## config.mk

```make
export PLATFORM = sky130hd
export DESIGN_NAME = iterDivider
export DESIGN_NICKNAME = d
export VERILOG_FILES = /design/src/rtl/divPkg.sv /design/src/rtl/divControl.sv /design/src/rtl/divDatapath.sv /design/src/rtl/iterDivider.sv
export SDC_FILE = /design/constraint.sdc
export NUM_CORES = 1
export LEC_CHECK = 0
export BUFFER_PORTS_ARGS = -buffer_cell sky130_fd_sc_hd__buf_2
export CORE_UTILIZATION = 40
export CTS_CLUSTER_DIAMETER = 150
export DETAILED_ROUTE_END_ITERATION = 16
export GPL_ROUTABILITY_DRIVEN = 0
export PLACE_DENSITY = 0.59
export RECOVER_POWER = 100
export SLEW_MARGIN = 30
export SYNTH_ARGS = -nofsm -noshare
export SYNTH_HDL_FRONTEND = slang
export SYNTH_HIERARCHICAL = 1
export SYNTH_SLANG_ARGS = --single-unit
```

## constraint.sdc

```tcl
create_clock -name clk -period 2.6 [get_ports clk]
set_input_delay 0.26 -clock clk [delete_from_list [all_inputs] [get_ports clk]]
set_output_delay 0.26 -clock clk [all_outputs]
set_load 0.02 [all_outputs]
```

## src/rtl/divPkg.sv

```systemverilog
package divPkg;

  typedef enum logic [2:0] {
    ST_IDLE,
    ST_ABS_DIVIDEND,
    ST_ABS_DIVISOR,
    ST_PREP,
    ST_ITER,
    ST_FIX
  } divState_t;

  typedef struct packed {
    logic loadOps;
    logic absDividend;
    logic absDivisor;
    logic prep;
    logic step;
    logic finish;
    logic zeroExit;
  } divStrobes_t;

  localparam logic OP_BIT_UNSIGNED = 1'b1;

  function automatic logic opIsUnsigned(input logic [1:0] op);
    return op[0] == OP_BIT_UNSIGNED;
  endfunction

  function automatic logic opIsRem(input logic [1:0] op);
    return op[1];
  endfunction

endpackage

```

## src/rtl/divControl.sv

```systemverilog
module divControl
  import divPkg::*;
#(
  parameter int WIDTH = 32
) (
  input  logic        clk,
  input  logic        rstN,
  input  logic        start,
  input  logic        divZero,
  output divStrobes_t strobes
);

  localparam int CW = (WIDTH > 2) ? $clog2(WIDTH) : 1;
  localparam logic [CW-1:0] LAST_STEP = CW'(WIDTH - 1);

  divState_t stateQ, stateD;
  logic [CW-1:0] stepCntQ;

  always_comb begin
    stateD  = stateQ;
    strobes = '0;
    unique case (stateQ)
      ST_IDLE: begin
        if (start) begin
          strobes.loadOps = 1'b1;
          stateD = ST_ABS_DIVIDEND;
        end
      end
      ST_ABS_DIVIDEND: begin
        if (divZero) begin
          strobes.zeroExit = 1'b1;
          stateD = ST_IDLE;
        end else begin
          strobes.absDividend = 1'b1;
          stateD = ST_ABS_DIVISOR;
        end
      end
      ST_ABS_DIVISOR: begin
        strobes.absDivisor = 1'b1;
        stateD = ST_PREP;
      end
      ST_PREP: begin
        strobes.prep = 1'b1;
        stateD = ST_ITER;
      end
      ST_ITER: begin
        strobes.step = 1'b1;
        if (stepCntQ == LAST_STEP) stateD = ST_FIX;
      end
      ST_FIX: begin
        strobes.finish = 1'b1;
        stateD = ST_IDLE;
      end
      default: stateD = ST_IDLE;
    endcase
  end

  always_ff @(posedge clk or negedge rstN) begin
    if (!rstN) begin
      stateQ   <= ST_IDLE;
      stepCntQ <= '0;
    end else begin
      stateQ <= stateD;
      if (strobes.prep)      stepCntQ <= '0;
      else if (strobes.step) stepCntQ <= stepCntQ + 1'b1;
    end
  end

  AST_ITER_ADVANCE: assert property (@(posedge clk) disable iff (!rstN)
    (stateQ == ST_ITER && stepCntQ != LAST_STEP) |=> (stateQ == ST_ITER && stepCntQ == $past(stepCntQ) + 1'b1));
  AST_ITER_EXIT: assert property (@(posedge clk) disable iff (!rstN)
    (stateQ == ST_ITER && stepCntQ == LAST_STEP) |=> stateQ == ST_FIX);
  AST_ZERO_EXIT: assert property (@(posedge clk) disable iff (!rstN)
    (stateQ == ST_ABS_DIVIDEND && divZero) |=> stateQ == ST_IDLE);
  AST_BUSY_NO_RELOAD: assert property (@(posedge clk) disable iff (!rstN)
    (stateQ != ST_IDLE) |-> !strobes.loadOps);

endmodule

```

## src/rtl/divDatapath.sv

```systemverilog
module divDatapath
  import divPkg::*;
#(
  parameter int WIDTH = 32
) (
  input  logic             clk,
  input  logic             rstN,
  input  divStrobes_t      strobes,
  input  logic [1:0]       opSelIn,
  input  logic [WIDTH-1:0] dividendIn,
  input  logic [WIDTH-1:0] divisorIn,
  output logic             divZero,
  output logic [WIDTH-1:0] resultOut,
  output logic             validOut
);

  logic [1:0]       opSelQ;
  logic [WIDTH-1:0] dividendQ, divisorQ, absDivisorQ, remQ, quoQ;
  logic             zeroQ;
  logic             isSigned, isRem, negQuo, negRem;
  logic [WIDTH:0]   candidate;
  logic [WIDTH+1:0] trialDiff;
  logic             borrow;
  logic [WIDTH-1:0] quoFinal, remFinal;

  assign isSigned = !opIsUnsigned(opSelQ);
  assign isRem    = opIsRem(opSelQ);
  assign negQuo   = isSigned && (dividendQ[WIDTH-1] ^ divisorQ[WIDTH-1]);
  assign negRem   = isSigned && dividendQ[WIDTH-1];
  assign divZero  = zeroQ;

  assign candidate = {remQ, quoQ[WIDTH-1]};
  assign trialDiff = {1'b0, candidate} - {2'b00, absDivisorQ};
  assign borrow    = trialDiff[WIDTH+1];

  assign quoFinal = negQuo ? (~quoQ + 1'b1) : quoQ;
  assign remFinal = negRem ? (~remQ + 1'b1) : remQ;

  always_ff @(posedge clk or negedge rstN) begin
    if (!rstN) begin
      opSelQ      <= '0;
      dividendQ   <= '0;
      divisorQ    <= '0;
      absDivisorQ <= '0;
      zeroQ       <= 1'b0;
      remQ        <= '0;
      quoQ        <= '0;
      resultOut   <= '0;
      validOut    <= 1'b0;
    end else begin
      validOut <= strobes.finish || strobes.zeroExit;
      if (strobes.loadOps) begin
        opSelQ    <= opSelIn;
        dividendQ <= dividendIn;
        divisorQ  <= divisorIn;
        zeroQ     <= (divisorIn == '0);
      end
      if (strobes.absDividend) begin
        quoQ <= (isSigned && dividendQ[WIDTH-1]) ? (~dividendQ + 1'b1) : dividendQ;
      end
      if (strobes.absDivisor) begin
        absDivisorQ <= (isSigned && divisorQ[WIDTH-1]) ? (~divisorQ + 1'b1) : divisorQ;
      end
      if (strobes.prep) begin
        remQ <= '0;
      end
      if (strobes.step) begin
        if (!borrow) begin
          remQ <= trialDiff[WIDTH-1:0];
          quoQ <= {quoQ[WIDTH-2:0], 1'b1};
        end else begin
          remQ <= candidate[WIDTH-1:0];
          quoQ <= {quoQ[WIDTH-2:0], 1'b0};
        end
      end
      if (strobes.finish) begin
        resultOut <= isRem ? remFinal : quoFinal;
      end else if (strobes.zeroExit) begin
        resultOut <= isRem ? dividendQ : '1;
      end
    end
  end

  AST_VALID_PULSE: assert property (@(posedge clk) disable iff (!rstN)
    validOut |=> !validOut);
  AST_RESULT_HELD: assert property (@(posedge clk) disable iff (!rstN)
    !(strobes.finish || strobes.zeroExit) |=> $stable(resultOut));
  AST_OP_HELD: assert property (@(posedge clk) disable iff (!rstN)
    !strobes.loadOps |=> ($stable(opSelQ) && $stable(dividendQ) && $stable(divisorQ)));
  AST_ZERO_QUOTIENT: assert property (@(posedge clk) disable iff (!rstN)
    (validOut && zeroQ && !isRem) |-> resultOut == '1);
  AST_REM_BELOW_DIVISOR: assert property (@(posedge clk) disable iff (!rstN)
    (strobes.finish && !zeroQ) |-> remQ < absDivisorQ);

endmodule

```

## src/rtl/iterDivider.sv

```systemverilog
module iterDivider
  import divPkg::*;
#(
  parameter int WIDTH = 32
) (
  input  logic             clk,
  input  logic             rstN,
  input  logic             start,
  input  logic [1:0]       opSel,
  input  logic [WIDTH-1:0] dividend,
  input  logic [WIDTH-1:0] divisor,
  output logic [WIDTH-1:0] result,
  output logic             valid
);

  divStrobes_t strobes;
  logic        divZero;

  divControl #(.WIDTH(WIDTH)) uCtrl (
    .clk     (clk),
    .rstN    (rstN),
    .start   (start),
    .divZero (divZero),
    .strobes (strobes)
  );

  divDatapath #(.WIDTH(WIDTH)) uPath (
    .clk        (clk),
    .rstN       (rstN),
    .strobes    (strobes),
    .opSelIn    (opSel),
    .dividendIn (dividend),
    .divisorIn  (divisor),
    .divZero    (divZero),
    .resultOut  (result),
    .validOut   (valid)
  );

endmodule

```

==> results of run 1 <==
==> cells in the final DEF (no fill, tap or decap), types with 8 or more instances in the layout <==
cell                            synthesis  final
sky130_fd_sc_hd__o31ai_1               18     15
sky130_fd_sc_hd__a21o_1                 9      9
sky130_fd_sc_hd__o41ai_1               12      9
sky130_fd_sc_hd__buf_2                  4     67
sky130_fd_sc_hd__a21oi_2                1      9
sky130_fd_sc_hd__mux2i_1               35     34
sky130_fd_sc_hd__buf_4                  0    163
sky130_fd_sc_hd__or3_1                 13     11
sky130_fd_sc_hd__nand2b_1              13     12
sky130_fd_sc_hd__nand4_1               13     13
sky130_fd_sc_hd__ha_4                   0     14
sky130_fd_sc_hd__nand3_1               24     23
sky130_fd_sc_hd__clkbuf_16              0     28
sky130_fd_sc_hd__o211ai_1              27     27
sky130_fd_sc_hd__nand2_1              150    144
sky130_fd_sc_hd__ha_1                  38     24
sky130_fd_sc_hd__mux2_2                58     58
sky130_fd_sc_hd__nand3b_1              25     25
sky130_fd_sc_hd__nor2_1                95     92
sky130_fd_sc_hd__nor4_1                19     16
sky130_fd_sc_hd__nor4_4                 2      9
sky130_fd_sc_hd__xor2_1                56     56
sky130_fd_sc_hd__dfrtp_1              204    198
sky130_fd_sc_hd__buf_6                  1     14
sky130_fd_sc_hd__o21ai_0              180    158
sky130_fd_sc_hd__clkbuf_1              66     40
sky130_fd_sc_hd__o21ai_1                2     21
sky130_fd_sc_hd__a21oi_1              106     97
sky130_fd_sc_hd__o22ai_1                8      8
sky130_fd_sc_hd__nor3b_1               10      8
sky130_fd_sc_hd__inv_2                  0      8
sky130_fd_sc_hd__xnor2_1               81     81
sky130_fd_sc_hd__nor3_1                25     23
sky130_fd_sc_hd__inv_1                 59     50
sky130_fd_sc_hd__a31oi_1               30     25
sky130_fd_sc_hd__dlygate4sd3_1          0     66
==> registers in the layout, summed over array words and instances (netlist names) <==
name and count:
uPath/absDivisorQ 32, uPath/divZero 1, uPath/quoQ 32, uPath/dividendQ 32, uPath/opSelQ 2, uPath/resultOut 32, uPath/divisorQ 32, uCtrl/stateQ 3
uPath/remQ 32, uPath/validOut 1, uCtrl/stepCntQ 5
==> through the flow <==
step	cells	power (mW)	setup WS, ns	hold WS (ns)	TNS (ns)
floorplan	1486	15.46	-0.01924	-0.03559	-0.05524
global placement	2106	19.79	-0.1210	0.2506	-2.144
detailed placement	2106	20.02	-0.1667	0.2524	-3.713
CTS	2231	24.65	-0.06010	0.02084	-0.3725
global route	2249	27.81	-0.1856	0.03204	-5.161
finish	2249	25.86	-0.07174	0.03063	-1.048
==> critical path, stage by stage (launching register included) <==
cell and delay (ns):
sky130_fd_sc_hd__dfrtp_1 0.39, sky130_fd_sc_hd__inv_2 0.08, sky130_fd_sc_hd__ha_4 0.20, sky130_fd_sc_hd__a211oi_2 0.20, sky130_fd_sc_hd__nor2_2 0.07, sky130_fd_sc_hd__o31a_1 0.24, sky130_fd_sc_hd__a2111o_1 0.45, sky130_fd_sc_hd__a211oi_4 0.27
sky130_fd_sc_hd__and2_4 0.22, sky130_fd_sc_hd__buf_6 0.13, sky130_fd_sc_hd__mux2i_1 0.19, sky130_fd_sc_hd__mux2i_1 0.09
==> cells by family (layout without fill, tap and decap cells) <==
group | count (synthesis) | after routing
flip-flops | 204 | 204
buffers and inverters | 142 | 462
AND/OR/NAND/NOR | 438 | 439
adder cells (fa/ha/maj) | 39 | 39
multiplexers | 94 | 94
AO/OA/AOI/OAI | 432 | 432
XOR/XNOR | 137 | 137
==> area by class of cell <==
class | instances | area [sq um]
flip-flops and latches | 204 | 5112
well taps | 442 | 553.0
multi-input cells | 1141 | 8152
fillers | 2975 | 14860
clock inverters | 8 | 117.6
clock buffers | 40 | 794.5
inverters | 60 | 227.7
repair buffers | 354 | 2638
==> worst max-delay path by stage <==
stage                                      start                         end  slack, ns  cells past startpoint
2_1_floorplan         uPath/remQ[21]$_DFFE_PN0P_  uPath/remQ[16]$_DFFE_PN0P_      -0.02                     11
3_3_place_gp   uPath/absDivisorQ[26]$_DFFE_PN0P_   uPath/remQ[1]$_DFFE_PN0P_      -0.12                     11
3_5_place_dp   uPath/absDivisorQ[26]$_DFFE_PN0P_  uPath/remQ[30]$_DFFE_PN0P_      -0.17                     12
4_1_cts               uPath/remQ[23]$_DFFE_PN0P_   uPath/remQ[1]$_DFFE_PN0P_      -0.06                     10
5_1_grt        uPath/absDivisorQ[28]$_DFFE_PN0P_   uPath/remQ[1]$_DFFE_PN0P_      -0.19                     11
6_report       uPath/absDivisorQ[26]$_DFFE_PN0P_   uPath/remQ[1]$_DFFE_PN0P_      -0.07                     11
==> power groups by stage <==
| stage | Sequential (mW) | Clock [mW] | Combinational (mW) |
|---|---|---|---|
| after floorplan | 6.39 | 0 | 9.07 |
| after global placement | 6.39 | 0 | 13.4 |
| after detailed placement | 6.44 | 0 | 13.6 |
| after CTS | 6.42 | 3.91 | 14.3 |
| after global routing | 6.74 | 4.02 | 17.0 |
| final | 6.50 | 3.82 | 15.5 |
==> layer usage <==
layer  GRT usage, %  vias up  share of wire (%)
li1               -     5957                  -
met1          30.68     5933                 47
met2          37.80      264                 47
met3          2.278       57                3.5
met4          6.000        0                2.3
met5              0        -                  0
==> repair_timing <==
action	4_1_cts	5_1_grt
hold endpoints to repair	108	0
pin swaps	12	44
resized for setup	38	103
setup endpoints to repair	47	64
gates cloned	1	2
hold buffers	66	0
buffers inserted	10	17
==> flow_results.org, run 1 <==
** Yosys
- The cell area that synthesis handed to floorplanning was 13,190 sq um.
- Counting flops with an async set or reset pin after synthesis yields a share of 100.0%.
- Portion of the post-synthesis area used by sequential elements :: 38.70%
- Number of nets in the synthesized netlist :: 1,594
- In the synthesized netlist, mux cells make up 7.692% of the area.
- Synth top cells by count :: sky130_fd_sc_hd__dfrtp_1, sky130_fd_sc_hd__o21ai_0, sky130_fd_sc_hd__nand2_1
- For this run, the number of Yosys warnings is 6.
- Gate Count Post-Synth :: 1,486
- Area leader, netlist :: sky130_fd_sc_hd__dfrtp_1
- Summing the areas of all fa, ha and maj instances in the mapped netlist gives 3.756% of the synthesized area.
- In this run, synthesis produced a sequential element count of 204.
- Simple logic cell fraction of the synthesized area :: 17.11%
- A synthesized cell averages 8.877 sq um.
- After synthesis, the largest area contributor takes up 38.70% of total cell area.
- Netlist cell types :: 76
- Sorting the synthesized cells by area gives the leading types as sky130_fd_sc_hd__dfrtp_1, sky130_fd_sc_hd__o21ai_0, sky130_fd_sc_hd__xnor2_1.
- Of the total synthesized cell area, the portion taken by XOR and XNOR cells is 9.096%.
- Post-synthesis compound-gate area fraction :: 19.38%
- After synthesis, the largest family of logic cells by area is compound AO/OA/AOI/OAI gates.
- The most common cell in the synthesized netlist is sky130_fd_sc_hd__dfrtp_1.
- Post-synth EDFFs :: 0
- Top flip-flop cell by instance count after synthesis :: sky130_fd_sc_hd__dfrtp_1

** Die
- Ports placed on the boundary :: 102
- Once the floorplan was initialized, standard cells occupied 40.65% of the core.
- The core region is 32,450 sq um.
- The floorplan has 66 rows.
- Width of the chip :: 183.6 um
- Die ar. :: 33,710 sq um
- The die is 183.6 um tall.

** STA
- Transition time at the pin with the least slew margin :: 1.344 ns
- Setup violations remaining at the end of the flow were counted as 25.
- Final-report hold violation count :: 0
- Setup repair after global routing could not meet its margin everywhere.
- Highest Clock Rate :: 374.3 MHz
- The smallest clock period supported by the final layout is computed as 2.672 ns.
- Max_slew headroom :: 10.43%
- Across all setup checks in the final design, the least slack found is -0.07174 ns.
- Max-slew violations :: 0
- On the final layout, the worst clock skew is 0.007454 ns.
- Final period util :: 102.8%

** CTS
- Clock latency on the worst-skew pair :: 0.54 ns
- The tree built by TritonCTS fans out to 204 sinks.
- CTS tree :: built
- In this run the number of H-tree levels came out at 1.
- Clock root buffer :: sky130_fd_sc_hd__clkbuf_16
- TritonCTS Buffers :: 26
- Clock input transition at the sequential cells of the worst setup and hold paths :: 0.06 ns
- Counting along the longest clock path gives a buffer depth of 3.

** Route
- After detailed routing, the number of remaining DRC violations is 0.
- Iteration count of the initial detailed-routing pass :: 7
- After detailed routing, the number of vias per cell comes to 5.430.
- Vias after detailed routing :: 12,211
- Post-detailed-routing wire length :: 38.33 mm
- Iteration-0 DRC Markers :: 759
- Once detail routing completed, the nets flagged for antenna violations numbered 0.
- Routed wirelength normalized by instance count :: 17.04 um

** Setup path
- Of all nets on the critical path, the largest fanout is 5.
- The worst setup path is captured at a flip-flop.
- Data required time at the worst endpoint :: 3.01 ns
- At the worst endpoint, the arrival time is 3.08 ns.
- The setup check on the worst reg-to-reg path leaves a slack of -0.07 ns.
- In this run the critical register-to-register path is captured at uPath/remQ[1]$_DFFE_PN0P_.
- Measured in cells, the most critical reg-to-reg path has a length of 11.
- Critical path startpoint category :: flip-flop
- Worst flop-to-flop path startpoint :: uPath/absDivisorQ[26]$_DFFE_PN0P_
- The critical path is of the flip-flop to flip-flop type.

** Power
- Cell internal power was estimated by the tool at 14.44 mW.
- Leakage Power :: 7.261 nW
- Sequential cells burn 25.1% of the power.
- Highest ir drop seen on vdd :: 0.7347 mV
- Switching power :: 11.42 mW
- Power density over the cells :: 1470 nW/um^2
- Gate power share :: 60.1%
- Fraction of power consumed by the clock network :: 14.8%
- In this run switching power makes up 44.16% of total power.

** Cells and area
- Final Instance Area :: 17,590 sq um
- At the end of the flow the core is filled with cells to 54.21%.
- The number of antenna diodes in the final layout is 0.
- Layout cells sized above 1 :: 26.34%
- After the last flow step, the layout net total stands at 1,895.
- Compared with the post-synthesis result, the final layout area differs by 33.38%.

** Outcome
- The final reports fail on setup timing.
- The flow ran to the end, but the final reports show violations.

** Min path
- The path with the worst hold slack has its endpoint at uPath/divisorQ[25]$_DFFE_PN0P_.
- Min-Delay Path Depth :: 2
- In this run the worst hold path is classified as input port to flip-flop.
- Hold path startpoint :: divisor[25]

** Placement
- Port Buf Inserts :: 101
- Cell area reported after detailed placement :: 15,280 sq um
- After legalization and detailed placement, the total HPWL measured 26.54 mm.

** GRT
- The number of antenna violations at the first check in global routing came to 0.
- The number of global-route vias before repair came to 11,954.
- The first global-routing pass estimated 61.51 mm of wire.
- Entering global routing, the biggest net connects 71 pins.
- Grt ovf :: 0
- Global routing used 22.47% of the available tracks across all layers.

** Run
- Max-cap check violation count :: 0
Note: power is estimated with default switching activity, not from simulation.
==> inputs of run 2 (changes only) <==
Settings changed: GPL_TIMING_DRIVEN set to 0.
==> run 2 against run 1 <==
The run still ends with setup timing left; sequential share of layout area rose by 1.1 points; non-clock buffer count fell by 35; cell count fell by 1.8%; critical path depth did not move; fmax fell by 4.0%; sequential power rose by 4.2%; cell area fell by 3.0%; register-to-register slack got worse by 0.11 ns; largest cell class unchanged; largest power group unchanged.
==> flow_results.org, run 2 (synthesis results as in run 1) <==
** GRT
- The total global routing overflow is 0 (unchanged).
- The global-route wire length before repair is 65.74 mm (was 61.51 mm).
- The overall global routing resource usage was 24.74% (was 22.47%).
- The number of antenna violations at the first check in global routing is 0 (unchanged).
- Maximum number of pins on one net before global-route repair :: 79 (was 71)
- Number of global-route vias before repair :: 12,134 (was 11,954)

** Cells and area
- Final core area utilization :: 52.58% (was 54.21%)
- The register area came to 5140 sq um (was 5112 sq um).
- Layout Nets :: 1,858 (was 1,895)
- Layout cells sized above 1 :: 23.10% (was 26.34%)
- Area of the multi-input gates :: 8242 sq um (was 8152 sq um)
- The total of fill cells in the finished design came to 2,995 (was 2,975).
- Top library cells by usage in the layout, fill and taps aside :: sky130_fd_sc_hd__dfrtp_1, sky130_fd_sc_hd__o21ai_0, sky130_fd_sc_hd__nand2_1 (was sky130_fd_sc_hd__dfrtp_1, sky130_fd_sc_hd__buf_4, sky130_fd_sc_hd__o21ai_0)
- Synth-to-Final Area Change :: 29.35% (was 33.38%)
- Non-Filler Instances :: 2,209 (was 2,249)
- The most common library cell in the layout ignoring fill and taps was sky130_fd_sc_hd__dfrtp_1 (unchanged).

** Power
- Power density over the cells :: 1464 nW/um^2 (was 1470 nW/um^2)
- Highest ir drop seen on vdd :: 0.7103 mV (was 0.7347 mV)
- The internal power component is 13.41 mW (was 14.44 mW).
- Switching power :: 11.57 mW (was 11.42 mW)
- Seq pwr share :: 27.1% (was 25.1%)
- The clock group share of total power was 14.7% (was 14.8%).
- Leakage Power :: 6.730 nW (was 7.261 nW)
- The logic gate share of total power is 58.2% (was 60.1%).
- The switching share of total power is 46.31% (was 44.16%).

** STA
- The final period demand of the worst path was 2.783 ns (was 2.672 ns).
- Count of endpoints failing setup in the final report :: 44 (was 25)
- The setup total negative slack came to -2.924 ns (was -1.048 ns).
- The final number of hold-violating endpoints came to 0 (unchanged).
- Final period util :: 107.0% (was 102.8%)
- The worst hold margin was 0.02711 ns (was 0.03063 ns).
- The setup slack of the critical path after layout is -0.1828 ns (was -0.07174 ns).
- The remaining max-slew budget at the tightest pin was 1.727% (was 10.43%).
- Setup repair after global routing missed its margin :: yes (unchanged)
- Highest Clock Rate :: 359.3 MHz (was 374.3 MHz)
- Layout Skew :: 0.01360 ns (was 0.007454 ns)
- Max-slew violations :: 0 (unchanged)
- Transition time at the pin with the least slew margin :: 1.474 ns (was 1.344 ns)

** Setup path
- The worst setup path endpoint is uPath/remQ[29]$_DFFE_PN0P_ (was uPath/remQ[1]$_DFFE_PN0P_).
- The dominant delay contributor by cell family on the critical path is simple AND/OR/NAND/NOR gates (was compound AO/OA/AOI/OAI gates).
- The minimum setup slack among reg-to-reg paths was -0.18 ns (was -0.07 ns).
- The startpoint-to-endpoint class of the critical path is flip-flop to flip-flop (unchanged).
- Peak per-stage delay on the critical path :: 0.49 ns (was 0.45 ns)
- Data required time at the worst endpoint :: 3.06 ns (was 3.01 ns)
- The path depth of the worst reg2reg path was 11 (unchanged).
- The first element of the critical path was uPath/remQ[8]$_DFFE_PN0P_ (was uPath/absDivisorQ[26]$_DFFE_PN0P_).
- The total stage count of the critical path was 11 (unchanged).
- Critical path startpoint category :: flip-flop (unchanged)
- The kind of end point of the critical path is a flip-flop (unchanged).
- Slowest stage cell on the critical path :: sky130_fd_sc_hd__or4b_1 (was sky130_fd_sc_hd__a2111o_1)
- Ordered cell list for the critical path: ha_4, nand4_1, a211oi_2, o21ai_4, a21oi_2, o211ai_1, buf_4, and2_4, buf_2, or4b_1, nand3_1 (was inv_2, ha_4, a211oi_2, nor2_2, o31a_1, a2111o_1, a211oi_4, and2_4, buf_6, mux2i_1, mux2i_1).
- CP max FO :: 4 (was 5)
- The launching point of the worst reg2reg path is uPath/remQ[8]$_DFFE_PN0P_ (was uPath/absDivisorQ[26]$_DFFE_PN0P_).
- RR Endpoint :: uPath/remQ[29]$_DFFE_PN0P_ (was uPath/remQ[1]$_DFFE_PN0P_)
- WP buf/inv :: 2 (unchanged)
- Worst endpoint data arrival time :: 3.24 ns (was 3.08 ns)

** Die
- Initial core utilization :: 40.65% (unchanged)
- Num rows :: 66 (unchanged)
- Width of the chip :: 183.6 um (unchanged)
- The area enclosed by the die boundary came to 33,710 sq um (unchanged).
- Die outline height :: 183.6 um (unchanged)
- Ports placed on the boundary :: 102 (unchanged)
- The total core area came to 32,450 sq um (unchanged).

** Placement
- Port Buf Inserts :: 101 (unchanged)
- The cell count after placement was 2,031 (was 2,106).
- The HPWL after detailed placement is 29.29 mm (was 26.54 mm).
- Post-Place Worst Slack :: -0.6751 ns (was -0.1667 ns)

** CTS
- The clock slew at the register clock pins of the worst setup and hold paths came to 0.06 ns (about the same).
- The largest buffer count on any clock path is 3 (unchanged).
- Clock latency on the worst-skew pair :: 0.54 ns (about the same)
- The number of buffers created by CTS was 25 (was 26).
- Depth of the CTS H-tree :: 1 (unchanged)
- The CTS tree is built (unchanged).
- Clock root buffer :: sky130_fd_sc_hd__clkbuf_16 (unchanged)
- The CTS sink count came to 204 (unchanged).

** Route
- Routed wirelength normalized by instance count :: 19.07 um (was 17.04 um)
- The DRC violation count after routing came to 0 (unchanged).
- Via density :: 5.603 (was 5.430)
- The total wire length is 42.12 mm (was 38.33 mm).
- The number of detailed-route iterations in the first pass was 7 (unchanged).
- Vias after detailed routing :: 12,377 (was 12,211)
- Iteration-0 DRC Markers :: 705 (was 759)
- Number of routed nets with antenna violations :: 0 (unchanged)

** Run
- Max-cap check violation count :: 0 (unchanged)

** Outcome
- Failing checks :: setup timing (unchanged)
- Status :: complete, but fails checks (unchanged)

** Min path
- Kind of path behind the tightest hold check :: input port to flip-flop (unchanged)
-- run 2: cell types whose count changed in the layout (fill, tap and decap cells not counted), sizes merged --
| cell | delta |
|---|---|
| clkinv | +2 |
| bufinv | +1 |
| inv | +1 |
| buf | -103 |
| nand2 | -1 |
| clkinvlp | -1 |
| clkbuf | +60 |
| diode | +1 |
-- run 2: power by group through the flow --
stage / logic [mW] / registers (mW) / clock network (mW)
final: 14.5 / 6.77 / 3.68
after global routing: 15.9 / 6.98 / 3.90
after CTS: 13.7 / 6.67 / 3.77
after detailed placement: 12.3 / 6.69 / 0
after global placement: 12.1 / 6.63 / 0
after floorplan: 9.07 / 6.39 / 0
-- run 2: worst min path at each step --
stage,depth (start not counted),from,slack (ns),endpoint
2_1_floorplan,0,rstN,-0.04,uCtrl/stateQ[0]$_DFFE_PN0P_
3_3_place_gp,3,divisor[30],0.49,uPath/divisorQ[30]$_DFFE_PN0P_
3_5_place_dp,1,rstN,0.23,uPath/resultOut[10]$_DFFE_PN0P_
4_1_cts,2,divisor[25],0.01,uPath/divisorQ[25]$_DFFE_PN0P_
5_1_grt,2,divisor[25],0.01,uPath/divisorQ[25]$_DFFE_PN0P_
6_report,2,divisor[25],0.03,uPath/divisorQ[25]$_DFFE_PN0P_
-- run 2: layout make-up --
cell class,instances,share of cell area (%)
multi-input cells,1140,48.30
clock buffers,32,4.055
well taps,442,3.241
diodes,1,0.01467
flip-flops and latches,204,30.12
plain buffers,81,2.244
repair buffers,238,9.746
clock inverters,11,0.9533
inverters,60,1.320
-- run 2: through the flow --
step | cell area [sq um] | power [mW]
after floorplan | 13290 | 15.46
after global placement | 14340 | 18.71
after detailed placement | 14420 | 18.96
after CTS | 16760 | 24.19
after global routing | 17060 | 26.80
final | 17060 | 24.98
-- run 2: routing by layer --
| metal | up-vias | track usage [%] | part of all wire [%] |
|---|---|---|---|
| li1 | 5865 | - | - |
| met1 | 6020 | 31.99 | 43 |
| met2 | 414 | 42.58 | 48 |
| met3 | 78 | 2.754 | 5.2 |
| met4 | 0 | 8.867 | 3.4 |
| met5 | - | 0 | 0 |
-- run 2: timing repair --
item / in CTS / in global routing
setup buffers: 44 / 24
cloned: 1 / 0
endpoints found under the setup margin: 99 / 114
resized for setup: 117 / 86
hold endpoints to repair: 119 / 0
hold buffers: 66 / 0
pin swaps: 25 / 35
-- run 2: worst register-to-register path: stages (launching register included) --
cell and delay (ns):
sky130_fd_sc_hd__dfrtp_2 0.45, sky130_fd_sc_hd__ha_4 0.29, sky130_fd_sc_hd__nand4_1 0.18, sky130_fd_sc_hd__a211oi_2 0.32, sky130_fd_sc_hd__o21ai_4 0.12, sky130_fd_sc_hd__a21oi_2 0.21
sky130_fd_sc_hd__o211ai_1 0.10, sky130_fd_sc_hd__buf_4 0.17, sky130_fd_sc_hd__and2_4 0.16, sky130_fd_sc_hd__buf_2 0.14, sky130_fd_sc_hd__or4b_1 0.50, sky130_fd_sc_hd__nand3_1 0.08
